### config.mk
export PLATFORM = sky130hd
export DESIGN_NAME = fault_inject_ctrl
export DESIGN_NICKNAME = d
export VERILOG_FILES = /design/src/rtl/fi_pkg.sv /design/src/rtl/fi_config_reg.sv /design/src/rtl/fi_timing.sv /design/src/rtl/fi_decoder.sv /design/src/rtl/fi_force_cell.sv /design/src/rtl/fault_inject_ctrl.sv
export SDC_FILE = /design/constraint.sdc
export NUM_CORES = 1
export LEC_CHECK = 0
export CAP_MARGIN = 0
export CORE_ASPECT_RATIO = 1.4
export CORE_MARGIN = 10
export CORE_UTILIZATION = 40
export DETAILED_ROUTE_END_ITERATION = 10
export GPL_ROUTABILITY_DRIVEN = 1
export GPL_TIMING_DRIVEN = 0
export PLACE_DENSITY_LB_ADDON = 0.08
export SKIP_CTS_REPAIR_TIMING = 1
export SLEW_MARGIN = 20
export SYNTH_ARGS = -nofsm -noshare
export SYNTH_HDL_FRONTEND = slang
export SYNTH_HIERARCHICAL = 1
export SYNTH_SLANG_ARGS = --single-unit
export TNS_END_PERCENT = 50
### constraint.sdc
create_clock -name clk -period 5.4 [get_ports clk]
set_input_delay 1.08 -clock clk [delete_from_list [all_inputs] [get_ports clk]]
set_output_delay 1.08 -clock clk [all_outputs]
set_load 0.05 [all_outputs]
### src/rtl/fi_pkg.sv
package fi_pkg;

  typedef enum logic [1:0] {
    K_NONE   = 2'b00,
    K_STUCK0 = 2'b01,
    K_STUCK1 = 2'b10,
    K_INVERT = 2'b11
  } kind_e;

  typedef enum logic [1:0] {
    T_PERM     = 2'b00,
    T_PULSE    = 2'b01,
    T_PERIODIC = 2'b10,
    T_RESERVED = 2'b11
  } timing_e;

  localparam int KIND_LSB   = 2;
  localparam int TIMING_LSB = 0;
  localparam int FIELD_BITS = 4;

  // Value driven onto a node when its fault is active.
  function automatic logic apply_fault(input kind_e kind, input logic din);
    logic r;
    case (kind)
      K_STUCK0: r = 1'b0;
      K_STUCK1: r = 1'b1;
      K_INVERT: r = ~din;
      default:  r = din;
    endcase
    return r;
  endfunction

  // Whether the timing rule allows the fault in the current cycle.
  function automatic logic timing_allows(input timing_e t, input logic fresh,
                                         input logic phase_zero);
    logic r;
    case (t)
      T_PERM:     r = 1'b1;
      T_PULSE:    r = fresh;
      T_PERIODIC: r = phase_zero;
      default:    r = 1'b0;
    endcase
    return r;
  endfunction

endpackage

### src/rtl/fi_config_reg.sv
module fi_config_reg #(
  parameter int CFG_W = 8
) (
  input  logic             clk,
  input  logic             rst_n,
  input  logic             sdi,
  input  logic             shift_en,
  input  logic             update,
  output logic [CFG_W-1:0] active_cfg
);

  logic [CFG_W-1:0] shift_q;

  always_ff @(posedge clk) begin
    if (!rst_n) begin
      shift_q <= '0;
    end else if (shift_en) begin
      shift_q <= {shift_q[CFG_W-2:0], sdi};
    end
  end

  always_ff @(posedge clk) begin
    if (!rst_n) begin
      active_cfg <= '0;
    end else if (update) begin
      active_cfg <= shift_q;
    end
  end

  AST_HOLD_WITHOUT_UPDATE: assert property (@(posedge clk) disable iff (!rst_n)
    !update |=> $stable(active_cfg));

endmodule

### src/rtl/fi_timing.sv
module fi_timing
  import fi_pkg::*;
#(
  parameter int PERIOD = 5
) (
  input  logic    clk,
  input  logic    rst_n,
  input  logic    update,
  input  timing_e timing,
  output logic    fire
);

  localparam int CNT_W = (PERIOD > 1) ? $clog2(PERIOD) : 1;
  localparam logic [CNT_W-1:0] LAST = CNT_W'(PERIOD - 1);

  logic             fresh_q;
  logic [CNT_W-1:0] phase_q;
  logic             phase_zero;

  always_ff @(posedge clk) begin
    if (!rst_n) begin
      fresh_q <= 1'b0;
      phase_q <= '0;
    end else begin
      fresh_q <= update;
      if (update || phase_q == LAST) begin
        phase_q <= '0;
      end else begin
        phase_q <= phase_q + 1'b1;
      end
    end
  end

  assign phase_zero = (phase_q == '0);
  assign fire       = timing_allows(timing, fresh_q, phase_zero);

  AST_PHASE_IN_RANGE: assert property (@(posedge clk) disable iff (!rst_n)
    phase_q <= LAST);

  AST_PULSE_ONCE: assert property (@(posedge clk) disable iff (!rst_n)
    (timing == T_PULSE && fire && !update) |=> !fire);

  AST_PERM_ALWAYS: assert property (@(posedge clk) disable iff (!rst_n)
    (timing == T_PERM) |-> fire);

endmodule

### src/rtl/fi_decoder.sv
module fi_decoder #(
  parameter int NUM_NODES = 10,
  parameter int IDX_W     = 4
) (
  input  logic                 clk,
  input  logic                 rst_n,
  input  logic [IDX_W-1:0]     idx,
  input  logic                 enable,
  output logic [NUM_NODES-1:0] sel
);

  for (genvar g = 0; g < NUM_NODES; g++) begin : g_dec
    assign sel[g] = enable && (idx == IDX_W'(g));
  end

  AST_ONE_NODE: assert property (@(posedge clk) disable iff (!rst_n)
    $onehot0(sel));

  AST_OUT_OF_RANGE_OFF: assert property (@(posedge clk) disable iff (!rst_n)
    (32'(idx) >= NUM_NODES) |-> (sel == '0));

endmodule

### src/rtl/fi_force_cell.sv
module fi_force_cell
  import fi_pkg::*;
(
  input  logic  sel,
  input  kind_e kind,
  input  logic  din,
  output logic  dout
);

  assign dout = sel ? apply_fault(kind, din) : din;

endmodule

### src/rtl/fault_inject_ctrl.sv
module fault_inject_ctrl
  import fi_pkg::*;
#(
  parameter int NUM_NODES = 10,
  parameter int IDX_W     = 4,
  parameter int PERIOD    = 5
) (
  input  logic                 clk,
  input  logic                 rst_n,
  input  logic                 sdi,
  input  logic                 shift_en,
  input  logic                 update,
  input  logic [NUM_NODES-1:0] func_in,
  output logic [NUM_NODES-1:0] node_out
);

  localparam int CFG_W = IDX_W + FIELD_BITS;

  logic [CFG_W-1:0]     active_cfg;
  logic [IDX_W-1:0]     node_idx;
  kind_e                kind;
  timing_e              timing;
  logic                 fire;
  logic                 inject_on;
  logic [NUM_NODES-1:0] node_sel;

  fi_config_reg #(.CFG_W(CFG_W)) u_cfg (
    .clk        (clk),
    .rst_n      (rst_n),
    .sdi        (sdi),
    .shift_en   (shift_en),
    .update     (update),
    .active_cfg (active_cfg)
  );

  assign node_idx = active_cfg[CFG_W-1:FIELD_BITS];
  assign kind     = kind_e'(active_cfg[KIND_LSB+1:KIND_LSB]);
  assign timing   = timing_e'(active_cfg[TIMING_LSB+1:TIMING_LSB]);

  fi_timing #(.PERIOD(PERIOD)) u_tim (
    .clk    (clk),
    .rst_n  (rst_n),
    .update (update),
    .timing (timing),
    .fire   (fire)
  );

  assign inject_on = fire && (kind != K_NONE);

  fi_decoder #(.NUM_NODES(NUM_NODES), .IDX_W(IDX_W)) u_dec (
    .clk    (clk),
    .rst_n  (rst_n),
    .idx    (node_idx),
    .enable (inject_on),
    .sel    (node_sel)
  );

  for (genvar g = 0; g < NUM_NODES; g++) begin : g_cell
    fi_force_cell u_cell (
      .sel  (node_sel[g]),
      .kind (kind),
      .din  (func_in[g]),
      .dout (node_out[g])
    );
  end

  AST_UNSELECTED_PASS: assert property (@(posedge clk) disable iff (!rst_n)
    ((func_in ^ node_out) & ~node_sel) == '0);

  AST_NONE_PASSES: assert property (@(posedge clk) disable iff (!rst_n)
    (kind == K_NONE) |-> (node_out == func_in));

  AST_RESERVED_QUIET: assert property (@(posedge clk) disable iff (!rst_n)
    (timing == T_RESERVED) |-> (node_out == func_in));

endmodule

# After elaboration in Yosys (flattened, before gate mapping)
# Cells that the tools add are included.
# totals
reg_bits	20
latch_bits	0
ram_bits	0
mem_bits_ro	0
input_bits	15
output_inout_bits	10
elab_cells	69
n_memories	0
# classes
n_addsub	1
mul	0
div_mod_pow	0
n_lt_le_gt_ge	0
eq_ne	15
shift	0
n_mux	21
n_bitwise	11
n_reduce_logical	17
# ops
op	count
one-hot mux 1 bit (3 select lines)	11
== test 4 x 3 -> 1 bit, second input constant	4
logical AND 1 bit	11
inverter 1 bit	11
two-way mux 1 bit	10
== test 4 x 2 -> 1 bit, second input constant	2
== test 4 bit, second input constant	2
== test 2 bit, second input constant	3
== test 2 x 1 -> 1 bit, second input constant	2
== test 4 x 1 -> 1 bit, second input constant	1
logical NOT 4 bit	1
adder 3 x 1 -> 3 bit, second input constant	1
== test 3 bit, second input constant	1
logical NOT 3 bit	1
logical NOT 2 bit	1
nonzero test 2 bit	1
OR reduction 2 bit	1
logical OR 1 bit	1

# Longest topological paths before layout
# Gate-level depths: netlist (run 1).
# logic_depth
word_depth	5
mapped_depth	9

# Modules after synthesis
# The synthesis (run 1) kept the hierarchy.
# by_module_without_submodules
module	n_inst	cells_each	area_each_um2	seq_area_each_um2
fi_config_reg	1	51	608.1	320.3
fi_timing	1	19	193.9	80.1
fi_force_cell	10	2	11.3	0.0
fi_decoder	1	16	86.3	0.0
fault_inject_ctrl	1	1	7.5	0.0

# Worst setup path after synthesis (run 1)
# No wires, ideal clock.
# synth_timing
kind	flip-flop to output port
from	register u_tim.phase_q[0]
to	output node_out[1]
arrival_time_ns	2.332
path_slack_ns	1.988
path_stages_with_launch	10
path_buffers	0
cell_sequence	dfxtp_1 inv_1 ha_1 a21boi_0 o22ai_1 o21a_1 or3b_1 nor2_1 a21oi_1 a31oi_1
# synth_via
elab_chain_cells	5
# synth_rtl
element	line	rtl
start, declared	fi_timing.sv:17	logic [CNT_W-1:0] phase_q;
start signal, assigned	fi_timing.sv:29	phase_q <= phase_q + 1'b1;
logical NOT 3 bit	fi_timing.sv:34	assign phase_zero = (phase_q == '0);
one-hot mux 1 bit (3 select lines)	fi_pkg.sv:37	case (t)
via fire	fault_inject_ctrl.sv:23	logic fire;
logical AND 1 bit	fault_inject_ctrl.sv:48	assign inject_on = fire && (kind != K_NONE);
via inject_on	fault_inject_ctrl.sv:24	logic inject_on;
logical AND 1 bit	fi_decoder.sv:13	assign sel[g] = enable && (idx == IDX_W'(g));
via node_sel[1]	fault_inject_ctrl.sv:25	logic [NUM_NODES-1:0] node_sel;
two-way mux 1 bit	fi_force_cell.sv:10	assign dout = sel ? apply_fault(kind, din) : din;
end, declared	fault_inject_ctrl.sv:14	output logic [NUM_NODES-1:0] node_out
# The timed path passes the listed nets, and every way through them passes these cells.

# Final worst setup path (run 1)
# layout_timing
from	register u_tim.phase_q[0]
to	output node_out[0]
# The elaborated chain is that of the path after synthesis.

==> flow_summary.yaml, run 1 <==
place:
  detailed_place_hpwl_mm: 1.62
  io_buffer_count: 23
  weighted_congestion_at_the_end_of_routability_driven_global_placement: 0.700
  dpl_cell_area_um2: 1280
layout:
  area.growth.synth_to_final_pct: 30.6
  drive_gt1_share_pct: 7.46
  n_antenna_cell: 0
  sequential_cell_area_um2: 400
  post_layout_net_count: 152
  multi_input_gate_area_um2: 566
  fin_util_pct: 55.1
  stdcell_area_um2: 1320
  final.fill_count: 227
critical_path:
  timing.setup.critical_path_class: "register to output pin"
  worstPathMaxFanout: 4
  crit_path_top_delay_cell: "sky130_fd_sc_hd__clkdlybuf4s50_1"
  critical_path_buf_inv_count: 2
  timing.critical_path.cells: "inv_1 > ha_1 > a21boi_0 > o22ai_1 > o21a_1 > or3b_1 > nor3_2 > a21oi_1 > a31oi_1 > clkdlybuf4s50_1"
  critical_path.max_stage_delay_ps: 820
  crit_required_ps: 4320
  critical_path.top_delay_family: "buffers and inverters"
  timing.critical_path.to_type: "output pin"
  setup.worst_path.start_class: "register"
  critical_path_arrival_ps: 2990
sta:
  setup_viol: 0
  tightest_slew_ps: 504
  top_achievable_clock_speed_mhz: 246
  tns_ps: 0
  period_minus_slack_ps: 4070
  rsz0062_at_grt: "no"
  slew_headroom_pct: 66.3
  worst_clock_skew_ps: 8.11
  post_route_fraction_of_the_period_consumed_by_the_critical_path_pct: 75.3
  final_max_slew_viol_count: 0
  finalHoldViolCount: 0
logic_synthesis:
  synth-adder-area-share_pct: 2.48
  synth-edff-count: 0
  synth.most_common_cell: "sky130_fd_sc_hd__dfxtp_1"
  post_synth_num_cell_types: 23
  synth_seq_area_share_pct: 39.7
  area_share_of_xor_xnor_cells_in_the_synthesized_design_pct: 0
  post_synth_most_frequent_cells: "sky130_fd_sc_hd__dfxtp_1, sky130_fd_sc_hd__mux2i_1, sky130_fd_sc_hd__nor2b_1"
  synthesis.nets: 124
  synth.yosys.warnings: 6
  postSynthRegisterBits: 20
  syn_area_um2: 1010
  yosysTopAreaCellShare_pct: 39.7
  ys_top_cells_by_area: "sky130_fd_sc_hd__dfxtp_1, sky130_fd_sc_hd__mux2i_1, sky130_fd_sc_hd__nor2b_1, sky130_fd_sc_hd__a31oi_1, sky130_fd_sc_hd__a21oi_1"
  syn_avg_cell_area_um2: 9.42
  synth_simple_gate_area_share_pct: 23.9
  synth_top_area_cell: "sky130_fd_sc_hd__dfxtp_1"
  synth_top_family_by_area: "simple AND/OR/NAND/NOR gates"
  synth_mux_area_share_pct: 15.9
  postSynth.asyncResetShare_pct: 0
  syn_inst: 107
  postSynth.topFlopCell: "sky130_fd_sc_hd__dfxtp_1"
  synth_compound_gate_area_share_pct: 13.8
clock_network:
  clkSlewWorstSetupHoldPaths_ps: 100
  htree_levels: 1
  cts_root_buffer: "sky130_fd_sc_hd__clkbuf_4"
  worst_skew_pair.late_latency_ps: 290
  number_of_buffers_created_by_cts: 3
  cts_num_sinks: 20
  tritoncts_clock_tree: "yes"
  clk_path_buf_depth: 2
routing:
  route.final.wire_length_mm: 2.04
  route.detailed.drc: 0
  avgViaCountPerCell: 4.90
  wl_per_cell_um: 12.1
  vias: 823
  detail_route.first_pass.iterations: 4
  initialDrtViolationCount: 20
  ant_nets: 0
floorplanning:
  die_outline_height_um: 79.4
  pin_count: 25
  core_area_um2: 2390
  std_cell_rows: 21
  die-area_um2: 4960
  starting_density_pct: 42.2
  die-width_um: 62.4
power:
  vdd_drop_max_mv: 0.172
  powerDensity_nw_per_um2: 218
  power_leakage_nw: 0.491
  total_power_mw: 0.288
hold_path:
  worstHoldPathType: "register to register"
global_route:
  grt_antenna_before_repair: 0
  first_global_vias: 783
  grt.overflow.total: 0
  first_pass_grt_wire_length_mm: 3.49
  grt_start_max_net_pins: 13
  grt_use_total_pct: 8.47
run_status:
  run_status: "complete, no violations"
job:
  maxCapViolations: 0
report_power, final:
part / switching [mW] / internal, mW
clock: 0.0432 / 0.0411
combinational: 0.0269 / 0.0248
sequential: 0.00167 / 0.150
total: 0.0717 / 0.216
state kept, by name (all words and copies together), names as in the netlist:
register and cells:
u_cfg/shift_q 8, u_tim/fresh_q 1, u_tim/phase_q 3, u_cfg/active_cfg 8
stage by stage:
stage / setup slack (ps) / instances / hold slack [ps]
CTS: 1290 / 168 / 465
floorplan: 1990 / 107 / 425
global route: 1040 / 168 / 483
finish: 1330 / 168 / 460
detailed placement: 1640 / 164 / 449
global placement: 1670 / 164 / 439
layout by cell type (no fill, tap or decap), types with 2 or more instances in the layout:
cell	count
sky130_fd_sc_hd__clkdlybuf4s50_1	23
sky130_fd_sc_hd__dfxtp_1	20
sky130_fd_sc_hd__mux2i_1	16
sky130_fd_sc_hd__nor2b_1	16
sky130_fd_sc_hd__a21oi_1	11
sky130_fd_sc_hd__a31oi_1	10
sky130_fd_sc_hd__nor2_1	7
sky130_fd_sc_hd__inv_1	4
sky130_fd_sc_hd__clkbuf_4	3
sky130_fd_sc_hd__buf_6	2
sky130_fd_sc_hd__nand2b_1	2
sky130_fd_sc_hd__nand3b_1	2
sky130_fd_sc_hd__nand2_1	2
sky130_fd_sc_hd__nor3_1	2
sky130_fd_sc_hd__nor3b_2	2
sky130_fd_sc_hd__ha_1	2
metal layers:
metal | GRT usage, % | vias up | share of wire, %
li1 | - | 439 | -
met1 | 9.00 | 359 | 46
met2 | 14.5 | 23 | 48
met3 | 2.81 | 2 | 5.5
met4 | 4.71 | 0 | 0.98
met5 | 0 | - | 0
cell families after synthesis:
| group | Yosys count |
|---|---|
| AOI/OAI and AO/OA | 24 |
| and+or+nand+nor | 38 |
| adders and majority gates | 2 |
| DFF | 20 |
| buffers and inverters | 7 |
| muxes | 16 |
layout make-up:
cell class | instances | share of cell area [%]
multi-input combinational | 80 | 42.9
sequential | 20 | 30.4
timing repair buffer | 23 | 17.5
tap | 34 | 3.23
clock buffer | 4 | 2.75
buffer | 3 | 2.09
inverter | 4 | 1.14
worst paths after layout:
path | startpoint | endpoint | slack [ps] | cells past startpoint
max | u_tim/phase_q[0]$_SDFF_PP0_ | node_out[0] | 1330 | 10
min | u_tim/phase_q[0]$_SDFF_PP0_ | u_tim/phase_q[0]$_SDFF_PP0_ | 460 | 1
max reg2reg | u_tim/phase_q[0]$_SDFF_PP0_ | u_tim/phase_q[2]$_SDFF_PP0_ | 4330 | 5
min reg2reg | u_tim/phase_q[0]$_SDFF_PP0_ | u_tim/phase_q[0]$_SDFF_PP0_ | 460 | 1
No activity file was read; power rests on OpenSTA's default activity.
==> run 2: changes to the inputs <==
- clock period: 5.4 -> 4 ns (I/O delays scaled with it)
==> run 2 against run 1 <==
  * Clock power grew 35%
  * Via count fell by 0.73%
  * Design area increased by 0.38%
  * Worst hold slack did not move
  * Final cell count unchanged
  * Worst setup slack worse by 1100 ps
  * Critical path depth did not move
  * Core utilization increased by 0.21 points
  * Non-clock buffer count unchanged
  * Die area stayed put
  * Largest power group unchanged
  * Wire length down 0.20%
==> flow_summary.yaml, run 2 (synthesis results as in run 1) <==
clock_network:
  htree_levels: 1
  worst_skew_pair.late_latency_ps: 290
  cts_root_buffer: "sky130_fd_sc_hd__clkbuf_4"
  clkSlewWorstSetupHoldPaths_ps: 100
  number_of_buffers_created_by_cts: 3
  tritoncts_clock_tree: "yes"
  clk_path_buf_depth: 2
  cts_num_sinks: 20
sta:
  rsz0062_at_grt: "no"
  worst_clock_skew_ps: 8.11
  period_minus_slack_ps: 3780
  final_max_slew_viol_count: 0
  post_route_fraction_of_the_period_consumed_by_the_critical_path_pct: 94.5
  setup_viol: 0
  tns_ps: 0
  top_achievable_clock_speed_mhz: 265
  finalHoldViolCount: 0
  tightest_slew_ps: 504
  slew_headroom_pct: 66.3
layout:
  layout_commonest_cell: "sky130_fd_sc_hd__clkdlybuf4s50_1"
  area.growth.synth_to_final_pct: 31.1
  layout_top_registers: "u_cfg/active_cfg (8), u_cfg/shift_q (8), u_tim/phase_q (3)"
  multi_input_gate_area_um2: 566
  n_antenna_cell: 0
  sequential_cell_area_um2: 400
  drive_gt1_share_pct: 7.46
  final.fill_count: 227
  post_layout_net_count: 152
  mostFrequentLayoutCells: "sky130_fd_sc_hd__clkdlybuf4s50_1, sky130_fd_sc_hd__dfxtp_1, sky130_fd_sc_hd__mux2i_1, sky130_fd_sc_hd__nor2b_1, sky130_fd_sc_hd__a21oi_1"
routing:
  route.detailed.drc: 0
  route.final.wire_length_mm: 2.03
  vias: 817
  avgViaCountPerCell: 4.86
  ant_nets: 0
  wl_per_cell_um: 12.1
  initialDrtViolationCount: 22
  detail_route.first_pass.iterations: 4
floorplanning:
  die_outline_height_um: 79.4
  starting_density_pct: 42.2
  die-width_um: 62.4
  core_area_um2: 2390
  pin_count: 25
  die-area_um2: 4960
  std_cell_rows: 21
critical_path:
  setup.worst_path.start_class: "register"
  r2r_slack_ps: 2930
  timing.rr.start: "u_tim/phase_q[0]$_SDFF_PP0_"
  reg2regPathDepth: 5
  worst_r2r_endpoint: "u_tim/phase_q[2]$_SDFF_PP0_"
  crit_required_ps: 3200
  timing.setup.critical_path_class: "register to output pin"
  worstPathMaxFanout: 4
  critical_path_arrival_ps: 2980
  timing.critical_path.to_type: "output pin"
power:
  total_power_mw: 0.388
  vdd_drop_max_mv: 0.233
  powerDensity_nw_per_um2: 293
  power_leakage_nw: 0.510
place:
  detailed_place_hpwl_mm: 1.62
  weighted_congestion_at_the_end_of_routability_driven_global_placement: 0.700
  io_buffer_count: 23
global_route:
  grt_antenna_before_repair: 0
  first_global_vias: 783
  grt_start_max_net_pins: 13
  grt_use_total_pct: 8.47
  first_pass_grt_wire_length_mm: 3.49
  grt.overflow.total: 0
hold_path:
  hold_depth: 1
  worstHoldPathType: "register to register"
  hold_path.startpoint: "u_tim/phase_q[0]$_SDFF_PP0_"
  whs_endpoint: "u_tim/phase_q[0]$_SDFF_PP0_"
job:
  maxCapViolations: 0
run_status:
  run_status: "complete, no violations"
[run 2: through the flow]
stage          std cells  util, %  hold slack, ps  cell area [um2]  worst slack, ps
6_report             168     55.3             460             1320              222
2_1_floorplan        107        -             425             1010              868
4_1_cts              168     55.1             465             1320              174
5_1_grt              168     55.3             483             1320             26.1
3_5_place_dp         164     53.6             449             1280              518
3_3_place_gp         164     53.6             439             1280              553
[run 2: layer usage]
metal | global-route usage, % | vias to the layer above | share of wire, %
li1 | - | 439 | -
met4 | 4.71 | 0 | 0.98
met5 | 0 | - | 0
met3 | 2.81 | 2 | 4.6
met2 | 14.5 | 19 | 48
met1 | 9.00 | 357 | 46
[run 2: worst max-delay path by stage]
stage                           startpoint     endpoint  slack (ps)  cells past startpoint
2_1_floorplan  u_tim/phase_q[0]$_SDFF_PP0_  node_out[1]         870                      9
3_3_place_gp   u_tim/phase_q[0]$_SDFF_PP0_  node_out[2]         550                     10
3_5_place_dp   u_tim/phase_q[0]$_SDFF_PP0_  node_out[2]         520                     10
4_1_cts        u_tim/phase_q[0]$_SDFF_PP0_  node_out[2]         170                     10
5_1_grt        u_tim/phase_q[0]$_SDFF_PP0_  node_out[1]          30                     10
6_report       u_tim/phase_q[0]$_SDFF_PP0_  node_out[3]         220                     10
[run 2: worst max-delay path, stage by stage (launching register included)]
cell	delay [ps]
sky130_fd_sc_hd__dfxtp_1	340
sky130_fd_sc_hd__inv_1	60
sky130_fd_sc_hd__ha_1	190
sky130_fd_sc_hd__a21boi_0	110
sky130_fd_sc_hd__o22ai_1	160
sky130_fd_sc_hd__o21a_1	180
sky130_fd_sc_hd__or3b_1	440
sky130_fd_sc_hd__nor2_1	170
sky130_fd_sc_hd__a21oi_1	80
sky130_fd_sc_hd__a31oi_1	140
sky130_fd_sc_hd__clkdlybuf4s50_1	820
[run 2: where the power goes]
group,switching [mW],leakage [nW],internal (mW)
Clock,0.0583,0.0210,0.0554
Combinational,0.0362,0.327,0.0333
Sequential,0.00226,0.162,0.202
[run 2: final cells by class]
cell class              count  area share (%)
repair buffers             23            17.8
plain buffers               3            2.08
clock buffers               4            2.74
flip-flops and latches     20            30.3
inverters                   4            1.14
multi-input cells          80            42.8
well taps                  34            3.22
